File: src/rtl/ptp_tsl_pkg.sv
package ptp_tsl_pkg;

  localparam int unsigned ADR_CTRL    = 0;
  localparam int unsigned ADR_RXCFG   = 1;
  localparam int unsigned ADR_STATUS  = 2;
  localparam int unsigned ADR_RX_BASE = 4;

  typedef struct packed {
    logic       udp_en;
    logic       type_en;
    logic [1:0] ver;
    logic       cap_en;
  } rxcfg_t;

  localparam int unsigned RXCFG_W = $bits(rxcfg_t);

endpackage

File: src/rtl/ts_rx_filter.sv
module ts_rx_filter
  import ptp_tsl_pkg::*;
#(
  parameter int unsigned VER_W  = 4,
  parameter int unsigned TYPE_W = 4
) (
  input  rxcfg_t            cfg_i,
  input  logic [VER_W-1:0]  ver_i,
  input  logic [TYPE_W-1:0] type_i,
  input  logic              udp_i,
  output logic              pass_o
);

  localparam int unsigned SEL_W = $bits(cfg_i.ver);

  logic ver_ok;
  logic type_ok;
  logic udp_ok;

  always_comb begin
    ver_ok  = (ver_i == VER_W'(cfg_i.ver));
    // the top bit of the type field marks a general (non-event) message
    type_ok = !cfg_i.type_en || !type_i[TYPE_W-1];
    udp_ok  = cfg_i.udp_en || !udp_i;
    pass_o  = cfg_i.cap_en && ver_ok && type_ok && udp_ok;
  end

  if (SEL_W > VER_W) begin : g_bad_width
    initial $error("version select wider than event version");
  end

endmodule

File: src/rtl/ts_slot.sv
module ts_slot #(
  parameter int unsigned TS_W = 64
) (
  input  logic            clk,
  input  logic            rst_n,
  input  logic            cap_i,
  input  logic [TS_W-1:0] time_i,
  input  logic            rel_i,
  output logic            locked_o,
  output logic [TS_W-1:0] ts_o,
  output logic            drop_o
);

  logic            locked_q, locked_n;
  logic [TS_W-1:0] ts_q, ts_n;
  logic            take;

  always_comb begin
    take     = cap_i && !locked_q;
    drop_o   = cap_i && locked_q;
    locked_n = locked_q;
    ts_n     = ts_q;
    if (take) begin
      locked_n = 1'b1;
      ts_n     = time_i;
    end else if (rel_i) begin
      locked_n = 1'b0;
    end
  end

  always_ff @(posedge clk or negedge rst_n) begin
    if (!rst_n) begin
      locked_q <= 1'b0;
    end else begin
      locked_q <= locked_n;
    end
  end

  always_ff @(posedge clk or negedge rst_n) begin
    if (!rst_n) begin
      ts_q <= '0;
    end else if (take) begin
      ts_q <= ts_n;
    end
  end

  assign locked_o = locked_q;
  assign ts_o     = ts_q;

  // a held value survives further captures
  p_hold_value_r4: assert property (@(posedge clk) disable iff (!rst_n)
    locked_q |=> $stable(ts_q));

  // only a high-word read frees the slot
  p_hold_lock_r4: assert property (@(posedge clk) disable iff (!rst_n)
    (locked_q && !rel_i) |=> locked_q);

  // a high-word read frees a locked slot
  p_release_r3: assert property (@(posedge clk) disable iff (!rst_n)
    (locked_q && rel_i) |=> !locked_q);

endmodule

File: src/rtl/ts_cfg_regs.sv
module ts_cfg_regs
  import ptp_tsl_pkg::*;
#(
  parameter int unsigned ADDR_W = 4,
  parameter int unsigned REG_W  = 32
) (
  input  logic              clk,
  input  logic              rst_n,
  input  logic              wr_i,
  input  logic [ADDR_W-1:0] addr_i,
  input  logic [REG_W-1:0]  wdata_i,
  output logic              irq_en_o,
  output rxcfg_t            rxcfg_o
);

  logic   irq_en_q, irq_en_n, irq_en_we;
  rxcfg_t rxcfg_q, rxcfg_n;
  logic   rxcfg_we;

  always_comb begin
    irq_en_we = wr_i && (addr_i == ADDR_W'(ADR_CTRL));
    rxcfg_we  = wr_i && (addr_i == ADDR_W'(ADR_RXCFG));
    irq_en_n  = wdata_i[0];
    rxcfg_n   = rxcfg_t'(wdata_i[RXCFG_W-1:0]);
  end

  always_ff @(posedge clk or negedge rst_n) begin
    if (!rst_n) begin
      irq_en_q <= 1'b0;
    end else if (irq_en_we) begin
      irq_en_q <= irq_en_n;
    end
  end

  always_ff @(posedge clk or negedge rst_n) begin
    if (!rst_n) begin
      rxcfg_q <= '0;
    end else if (rxcfg_we) begin
      rxcfg_q <= rxcfg_n;
    end
  end

  assign irq_en_o = irq_en_q;
  assign rxcfg_o  = rxcfg_q;

  // a control write lands in the register
  p_ctrl_write_r11: assert property (@(posedge clk) disable iff (!rst_n)
    irq_en_we |=> (irq_en_q == $past(wdata_i[0])));

endmodule

File: src/rtl/ptp_ts_latch_bank.sv
module ptp_ts_latch_bank
  import ptp_tsl_pkg::*;
#(
  parameter int unsigned TS_W   = 64,
  parameter int unsigned REG_W  = 32,
  parameter int unsigned ADDR_W = 4,
  parameter int unsigned NUM_RX = 4,
  parameter int unsigned VER_W  = 4,
  parameter int unsigned TYPE_W = 4
) (
  input  logic                      clk,
  input  logic                      rst_n,
  input  logic [TS_W-1:0]           time_i,
  input  logic                      rx_evt_i,
  input  logic [$clog2(NUM_RX)-1:0] rx_slot_i,
  input  logic [VER_W-1:0]          rx_ver_i,
  input  logic [TYPE_W-1:0]         rx_type_i,
  input  logic                      rx_udp_i,
  input  logic                      tx_evt_i,
  input  logic                      wr_i,
  input  logic                      rd_i,
  input  logic [ADDR_W-1:0]         addr_i,
  input  logic [REG_W-1:0]          wr_data_i,
  output logic [REG_W-1:0]          rd_data_o,
  output logic                      irq_o
);

  localparam int unsigned SLOT_W  = $clog2(NUM_RX);
  localparam int unsigned NSLOT   = NUM_RX + 1;
  localparam int unsigned TX_IDX  = NUM_RX;
  localparam int unsigned TX_BASE = ADR_RX_BASE + 2 * NUM_RX;
  localparam int unsigned OVF_BIT = NUM_RX + 1;

  rxcfg_t            rxcfg;
  logic              irq_en;
  logic              rx_pass;
  logic [NSLOT-1:0]  cap;
  logic [NSLOT-1:0]  rel;
  logic [NSLOT-1:0]  locked;
  logic [NSLOT-1:0]  drop;
  logic [TS_W-1:0]   ts [NSLOT];
  logic              any_drop;
  logic              stat_rd;
  logic              ovf_q, ovf_n;
  logic [REG_W-1:0]  rdata_q, rdata_n;

  ts_cfg_regs #(
    .ADDR_W (ADDR_W),
    .REG_W  (REG_W)
  ) u_cfg (
    .clk      (clk),
    .rst_n    (rst_n),
    .wr_i     (wr_i),
    .addr_i   (addr_i),
    .wdata_i  (wr_data_i),
    .irq_en_o (irq_en),
    .rxcfg_o  (rxcfg)
  );

  ts_rx_filter #(
    .VER_W  (VER_W),
    .TYPE_W (TYPE_W)
  ) u_filt (
    .cfg_i  (rxcfg),
    .ver_i  (rx_ver_i),
    .type_i (rx_type_i),
    .udp_i  (rx_udp_i),
    .pass_o (rx_pass)
  );

  for (genvar k = 0; k < NSLOT; k++) begin : g_slot
    if (k == TX_IDX) begin : g_tx
      assign cap[k] = tx_evt_i;
    end else begin : g_rx
      assign cap[k] = rx_evt_i && rx_pass && (rx_slot_i == SLOT_W'(k));
    end
    assign rel[k] = rd_i && (addr_i == ADDR_W'(ADR_RX_BASE + 2 * k + 1));

    ts_slot #(
      .TS_W (TS_W)
    ) u_slot (
      .clk      (clk),
      .rst_n    (rst_n),
      .cap_i    (cap[k]),
      .time_i   (time_i),
      .rel_i    (rel[k]),
      .locked_o (locked[k]),
      .ts_o     (ts[k]),
      .drop_o   (drop[k])
    );
  end

  // overflow flag: set beats clear-on-read
  always_comb begin
    any_drop = |drop;
    stat_rd  = rd_i && (addr_i == ADDR_W'(ADR_STATUS));
    ovf_n    = ovf_q;
    if (any_drop) begin
      ovf_n = 1'b1;
    end else if (stat_rd) begin
      ovf_n = 1'b0;
    end
  end

  always_ff @(posedge clk or negedge rst_n) begin
    if (!rst_n) begin
      ovf_q <= 1'b0;
    end else begin
      ovf_q <= ovf_n;
    end
  end

  // read data mux
  always_comb begin
    rdata_n = '0;
    if (addr_i == ADDR_W'(ADR_CTRL)) begin
      rdata_n[0] = irq_en;
    end else if (addr_i == ADDR_W'(ADR_RXCFG)) begin
      rdata_n[RXCFG_W-1:0] = rxcfg;
    end else if (addr_i == ADDR_W'(ADR_STATUS)) begin
      rdata_n[NSLOT-1:0] = locked;
      rdata_n[OVF_BIT]   = ovf_q;
    end
    for (int k = 0; k < NSLOT; k++) begin
      if (addr_i == ADDR_W'(ADR_RX_BASE + 2 * k)) begin
        rdata_n = ts[k][REG_W-1:0];
      end else if (addr_i == ADDR_W'(ADR_RX_BASE + 2 * k + 1)) begin
        rdata_n = ts[k][TS_W-1:REG_W];
      end
    end
  end

  always_ff @(posedge clk or negedge rst_n) begin
    if (!rst_n) begin
      rdata_q <= '0;
    end else if (rd_i) begin
      rdata_q <= rdata_n;
    end
  end

  assign rd_data_o = rdata_q;
  assign irq_o     = irq_en && locked[TX_IDX];

  if (TS_W != 2 * REG_W || TX_BASE + 2 > (1 << ADDR_W) || OVF_BIT >= REG_W)
  begin : g_bad_cfg
    initial $error("parameter set does not fit the register map");
  end

  // every drop leaves the flag set
  p_drop_sets_ovf_r5: assert property (@(posedge clk) disable iff (!rst_n)
    any_drop |=> ovf_q);

  // a status read with no drop clears the flag
  p_ovf_clear_r5: assert property (@(posedge clk) disable iff (!rst_n)
    (stat_rd && !any_drop) |=> !ovf_q);

  // with capture disabled no receive slot is loaded
  p_filter_off_r7: assert property (@(posedge clk) disable iff (!rst_n)
    !rxcfg.cap_en |-> (cap[NUM_RX-1:0] == '0));

  // interrupt only rises after a transmit event or a write
  p_irq_rise_r10: assert property (@(posedge clk) disable iff (!rst_n)
    $rose(irq_o) |-> ($past(tx_evt_i) || $past(wr_i)));

  // at most one receive slot captures per event
  p_one_slot_r2: assert property (@(posedge clk) disable iff (!rst_n)
    $onehot0(cap[NUM_RX-1:0]));

endmodule

File: config.mk
export PLATFORM = sky130hd
export DESIGN_NAME = ptp_ts_latch_bank
export DESIGN_NICKNAME = d
export VERILOG_FILES = /design/src/rtl/ptp_tsl_pkg.sv /design/src/rtl/ts_rx_filter.sv /design/src/rtl/ts_slot.sv /design/src/rtl/ts_cfg_regs.sv /design/src/rtl/ptp_ts_latch_bank.sv
export SDC_FILE = /design/constraint.sdc
export NUM_CORES = 1
export LEC_CHECK = 0
export ABC_AREA = 1
export BUFFER_PORTS_ARGS = -buffer_cell sky130_fd_sc_hd__buf_2
export CAP_MARGIN = 20
export CELL_PAD_IN_SITES_DETAIL_PLACEMENT = 0
export CELL_PAD_IN_SITES_GLOBAL_PLACEMENT = 2
export CORE_ASPECT_RATIO = 0.75
export CORE_MARGIN = 5
export CORE_UTILIZATION = 36
export DETAILED_ROUTE_END_ITERATION = 8
export GPL_TIMING_DRIVEN = 0
export PLACE_DENSITY = 0.9
export REMOVE_ABC_BUFFERS = 1
export SLEW_MARGIN = 15
export SYNTH_ARGS = -nofsm -noshare
export SYNTH_HDL_FRONTEND = slang
export SYNTH_SLANG_ARGS = --single-unit
File: constraint.sdc
create_clock -name clk -period 2.05 [get_ports clk]
set_clock_uncertainty 0.2 [all_clocks]
set_input_delay 0.205 -clock clk [delete_from_list [all_inputs] [get_ports clk]]
set_output_delay 0.205 -clock clk [all_outputs]
set_load 0.02 [all_outputs]
[Yosys cells after proc, flatten, opt, wreduce, memory -nomap -nowiden]
Cells that the tools add are included.
Word-level totals
  bits in registers: 364
Operators by class
  reductions and logical operators: 46
  equal/unequal tests: 16
  muxes and demuxes: 27
Operator list (number)
  $mux 32: 10
  $logic_and 1x1->1: 27
  $eq 4x4->1 const B: 6
  $eq 4x3->1 const B: 4
  $mux 1: 14
  $reduce_bool 2->1: 6
  $mux 5: 2
  $logic_not 1->1: 8
  $mux 6: 1
  $reduce_or 5->1: 1
  $eq 2x2->1 const B: 2
  $eq 4x1->1 const B: 1
  $eq 4x2->1: 1
  $eq 4x2->1 const B: 1
  $logic_not 4->1: 1
  $eq 2x1->1 const B: 1
  $logic_not 2->1: 1
  $logic_or 1x1->1: 2

[Logic depth before layout (Yosys ltp)]
  word-level depth: 14
  mapped depth: 14
  mapped depth without buffers: 14

[By module]
Synthesis repeated with hierarchy kept, for this count alone.
Second synthesis, totals
  cells, all modules: 2234
  area total of the unflattened synthesis: 17182.7 sq um
By module, submodules not included
  ts_slot: seq. area each 1626.6 sq um, cells an instance 283, instances 5, area each 2572.5 sq um
  ptp_ts_latch_bank: seq. area each 825.8 sq um, cells an instance 768, instances 1, area each 3957.5 sq um
  ts_cfg_regs: seq. area each 150.1 sq um, cells an instance 34, instances 1, area each 291.5 sq um
  ts_rx_filter: seq. area each 0.0 sq um, cells an instance 17, instances 1, area each 71.3 sq um

[Least setup slack after synthesis]
OpenSTA, ideal clock, no wires.
  kind: reg2reg
  start: register u_cfg.rxcfg_q, in the netlist u_cfg.rxcfg_o[2]
  end: register g_slot[1].u_slot.ts_q[58]
  data required time: 1.720 ns
  clock period less this slack: 1.864 ns
  cell stages (with the launch flop): 12
  slack: 0.186 ns
  arrival: 1.534 ns
  setup time: 0.130 ns
  path through: dfrtp_1 > inv_2 > o22ai_1 > a221oi_2 > nand2_2 > nor2_2 > nand2_1 > buf_6 > buf_6 > buf_6 > nand2_1 > o21ai_1
Between the ends
  longest elaborated chain between the ends: 7
Ends and longest elaborated chain
  from (decl): line ts_cfg_regs.sv:17  | rxcfg_t rxcfg_q, rxcfg_n;
  from (signal assigned): line ts_cfg_regs.sv:39  | rxcfg_q <= rxcfg_n;
  $eq 4x2->1: line ts_rx_filter.sv:21  | ver_ok = (ver_i == VER_W'(cfg_i.ver));
  $logic_and 1x1->1 (3 in series): line ts_rx_filter.sv:25  | pass_o = cfg_i.cap_en && ver_ok && type_ok && udp_ok;
  $logic_and 1x1->1 (2 in series): line ptp_ts_latch_bank.sv:75  | assign cap[k] = rx_evt_i && rx_pass && (rx_slot_i == SLOT_W'(k));
  $logic_and 1x1->1: line ts_slot.sv:19  | take = cap_i && !locked_q;
  to (signal assigned): line ts_slot.sv:43  | ts_q <= ts_n;
  to (decl): line ts_slot.sv:15  | logic [TS_W-1:0] ts_q, ts_n;
No other way between the ends.
A chain may end at the register's enable or synchronous reset.

[Final worst setup path]
  start: register u_cfg.rxcfg_q, in the netlist u_cfg.rxcfg_o[0]
  end: register g_slot[1].u_slot.ts_q[21]
Between the ends
  longest elaborated chain between the ends: 6
Ends and longest elaborated chain (line)
  $logic_and 1x1->1 (3 in series): ts_rx_filter.sv:25
  $logic_and 1x1->1 (2 in series): ptp_ts_latch_bank.sv:75
  $logic_and 1x1->1: ts_slot.sv:19
No other way between the ends.

==> impl_summary.log <==
INFO  metric status = complete, but fails checks
INFO  metric violations = negative setup slack
INFO  metric worstSetupPathDepth = 12
INFO  metric irDropWorstVdd = slightly above 0.5 mV
INFO  metric setup_ws = -0.309 ns
INFO  metric cts_root_buf = clkbuf_16
INFO  metric drt-wirelength-per-cell = 23.2 µm
INFO  metric worst_slew_margin_rel = between 40 and 50%
INFO  metric clock_pin_slew_of_the_registers_on_the_worst_case_setup_and_hold_paths = 0.06 ns
INFO  metric dp.cells = 2,604
INFO  metric num_vias = roughly 16,000
INFO  metric maxCapViolations = 0
INFO  metric period_share = 115%
INFO  metric tritoncts_num_sinks = 364
INFO  metric post_synth_inst_count = 1,985
INFO  metric path_buf_inv = 5
INFO  metric mapped_area = ~0.016 mm²
INFO  metric final_max_slew_viol_count = 0
INFO  metric floorplan.die.width = around 260 µm
INFO  metric netlist.top_cell.by_area = dfrtp_1
INFO  metric maxClockFrequency = approximately 0.42 GHz
INFO  metric swShare = around 29%
INFO  metric crit_path_cells = nand3_1 -> a221oi_4 -> nand2_2 -> buf_6 -> buf_6 -> nor2_4 -> nand2_4 -> buf_12 -> buf_12 -> buf_16 -> nand2_2 -> o21ai_1
INFO  metric fillerInstances = 4,081
INFO  metric required_time_of_the_worst_setup_path = between 2 and 2.5 ns
INFO  metric worst_tran_pin_value = approximately 0.77 ns
INFO  metric synth_top_area_share = between 50% and 60%
INFO  metric netlist_top_cells_area = dfrtp_1 (56%), nand2_1 (18%), nand3_1 (5.9%), o21ai_0 (3.2%), o21ai_1 (3.2%)
INFO  metric clock_latency = approximately 0.54 ns
INFO  metric critical_path_class = flip-flop to flip-flop
INFO  metric ctsLongestPathBuffers = 3
INFO  metric area.growth.synth_to_final = 42.5%
INFO  metric p_clk_share = 37.7%
INFO  metric largest_net_degree_at_the_start_of_global_routing = approximately 100
INFO  metric grt_pass1_wl = slightly below 100 mm
INFO  metric crit_slowest_cell = dfrtp_1
INFO  metric gpl.final_weighted_congestion = 0.791
INFO  metric design.core.area = about 0.045 mm²
INFO  metric finalPower = roughly 19 mW
INFO  metric leakagePower = 11.4 nW
INFO  metric synth_warnings = 0
INFO  metric critical_path.max_stage_delay = between 0.4 and 0.5 ns
INFO  metric dp_slack = -1.14 ns
INFO  metric via_per_inst = about 5.5
INFO  metric drt_wl_total = around 66 mm
INFO  metric final_nets = between 2,000 and 2,500
INFO  metric placementRows = 67
INFO  metric start_kind = flip-flop
INFO  metric cell_internal_pwr = 13.4 mW
INFO  metric rr_worst_depth = 12
INFO  metric cts_tree = yes
INFO  metric critPathMaxFanout = 7
INFO  metric grt_util_met1 = between 30 and 40%
INFO  metric grt_usage = between 20% and 30%
INFO  metric fin_cells = approximately 2,900
INFO  metric postSynth.asyncResetShare = 100%
INFO  metric route.antenna.remaining_nets = 0
INFO  metric htree_levels = 2
INFO  metric finalCriticalPeriod = 2.36 ns
INFO  metric hp-class = input pin to asynchronous set/reset pin
INFO  metric synthFlopType = dfrtp_1
INFO  metric fp.dieH = approximately 190 µm
INFO  metric cell_family_with_most_cp_delay = buffers and inverters
INFO  metric synth.yosys.seq_area_share = 56.2%
INFO  metric grt_overflow = 0
INFO  metric power_share_of_the_combinational_group = between 10% and 20%
INFO  metric detailed_place_hpwl = approximately 32 mm
INFO  metric num_io_pins = 150
INFO  metric synth-edff-count = 0
INFO  metric grt_setup_unrepaired = true
INFO  metric ratio_of_cells_with_drive_above_1_in_the_final_layout = 26.7%
INFO  metric cts_buffers = 39
INFO  metric antenna_found_initial = 1
INFO  metric hold_viol = 0
INFO  metric timing.critical_path.arrival = 2.57 ns
INFO  metric met2_usage = between 30% and 40%
INFO  metric power_density = 811 mW/mm²
INFO  metric busiest_layer = met1
INFO  metric grtUsageMet3 = ~6.5%
INFO  metric flops_latches_synth = about 360
INFO  metric setup_total_negative_slack = -52.00 ns
INFO  metric drt-pass1-iter-count = 5
INFO  metric floorplan.die_area = 0.0494 mm²
INFO  metric io_buffer_count = around 120
INFO  metric detailedRoute.firstIterationViolations = between 1,500 and 2,000
INFO  metric syn_area_per_cell = 8.17 µm²
INFO  metric pwr-share-seq = 47.0%
INFO  metric remaining_drc_errors = 0
INFO  metric initial_utilization = a little over a third
INFO  metric grt_pass1_vias = ~15,000
INFO  metric power.switching = around 5.4 mW
INFO  metric endpoint_kind = flip-flop
INFO  metric final_report_setup_violation_count = between 200 and 300
INFO  metric yosys.cell_types.count = 27
## registers in the layout, indices dropped and copies added (netlist names)
register                count
g_slot.u_slot.ts_o        320
rd_data_o                  32
g_slot.u_slot.locked_o      5
u_cfg.rxcfg_o               5
ovf_q                       1
u_cfg.irq_en_o              1
## cell usage in the layout (no fill, tap or decap), types with 6 or more instances in the layout
cell type      netlist  routed
a21oi_1             84      84
buf_12               0      33
buf_16               0      52
buf_2               42     118
buf_4               14      16
buf_6                5       9
buf_8                0       8
clkbuf_1            59       9
clkbuf_16            0      48
clkbuf_8             0      13
dfrtp_1            364     364
dlygate4sd3_1        0      80
inv_1              105      97
inv_2                2       6
nand2_1            769     596
nand2_2              1     101
nand2_4              0      69
nand2_8              0      15
nand3_1            190     190
nand4_1             37      37
nor2_1              48      42
nor2_4               0       9
o21ai_0            105      85
o21ai_1            103      46
o21ai_2              5      80
or2_0               19      19
or2_2                9       9
## layer usage
metal	share of wire [%]	vias to the layer above
li1	-	6983
met1	44	7574
met2	42	807
met3	10	173
met4	3.2	0
met5	0	-
## path summary, 6_finish.rpt
check                      slack (ns)                 startpoint                         to
max                             -0.31           u_cfg.rxcfg_o[0]  g_slot[1].u_slot.ts_o[21]
min                              0.02                      rst_n  g_slot[0].u_slot.ts_o[18]
max reg2reg                     -0.31           u_cfg.rxcfg_o[0]  g_slot[1].u_slot.ts_o[21]
min reg2reg                      0.27  g_slot[3].u_slot.ts_o[25]  g_slot[3].u_slot.ts_o[25]
max in group asynchronous        0.35                      rst_n  g_slot[1].u_slot.ts_o[60]
min in group clk                 0.04                  addr_i[0]  g_slot[1].u_slot.locked_o
## cell families after synthesis
group	Yosys count	synth area share, %
and+or+nand+nor	1083	27.7
DFF	364	56.2
AOI/OAI and AO/OA	305	9.74
buffers and inverters	231	6.23
muxes	2	0.139
## cells in the mapped netlist (5+ instances only)
cell	n
nand2_1	769
dfrtp_1	364
nand3_1	190
inv_1	105
o21ai_0	105
o21ai_1	103
a21oi_1	84
clkbuf_1	59
nor2_1	48
buf_2	42
nand4_1	37
or2_0	19
buf_4	14
or2_2	9
buf_6	5
o21ai_2	5
## metrics by stage
| stage | hold slack (ns) | util [%] | area (µm²) |
|---|---|---|---|
| floorplan | -0.291 | - | 15600 |
| global placement | 0.246 | 38.0 | 16900 |
| detailed placement | -0.121 | 40.2 | 17900 |
| CTS | 0.0160 | 49.7 | 22200 |
| global route | 0.0397 | 51.8 | 23100 |
| finish | 0.0187 | 51.8 | 23100 |
## worst register-to-register path, cell delays in order, from the launching register on
cell,delay [ns]
dfrtp_1,0.41
nand3_1,0.15
a221oi_4,0.28
nand2_2,0.13
buf_6,0.15
buf_6,0.11
nor2_4,0.11
nand2_4,0.11
buf_12,0.18
buf_12,0.13
buf_16,0.15
nand2_2,0.07
o21ai_1,0.05
## final cells by class
| class | instances | area (µm²) | share of cell area (%) |
|---|---|---|---|
| Multi-Input combinational cell | 1401 | 7560 | 32.7 |
| Antenna cell | 2 | 5.00 | 0.0217 |
| Clock inverter | 3 | 15.0 | 0.0650 |
| Timing Repair Buffer | 324 | 4030 | 17.5 |
| Tap cell | 586 | 733 | 3.17 |
| Sequential cell | 364 | 9110 | 39.4 |
| Inverter | 107 | 413 | 1.79 |
| Clock buffer | 63 | 1240 | 5.36 |
## power by group through the flow
| stage | clock [mW] | combinational (mW) | sequential (mW) |
|---|---|---|---|
| final | 7.06 | 2.87 | 8.80 |
| after global routing | 7.49 | 3.21 | 8.92 |
| after CTS | 7.13 | 2.72 | 8.75 |
| after detailed placement | 0 | 2.40 | 8.83 |
| after global placement | 0 | 2.21 | 8.82 |
| after floorplan | 0 | 1.27 | 8.79 |
## what timing repair did
action	in CTS	in global routing
gates resized for setup	252	196
setup endpoints to repair	277	270
endpoints found under the hold margin	425	0
hold buffers	81	0
pin swaps	10	16
cloned	42	12
setup buffers	37	13
(Power assumes the default switching activity.)
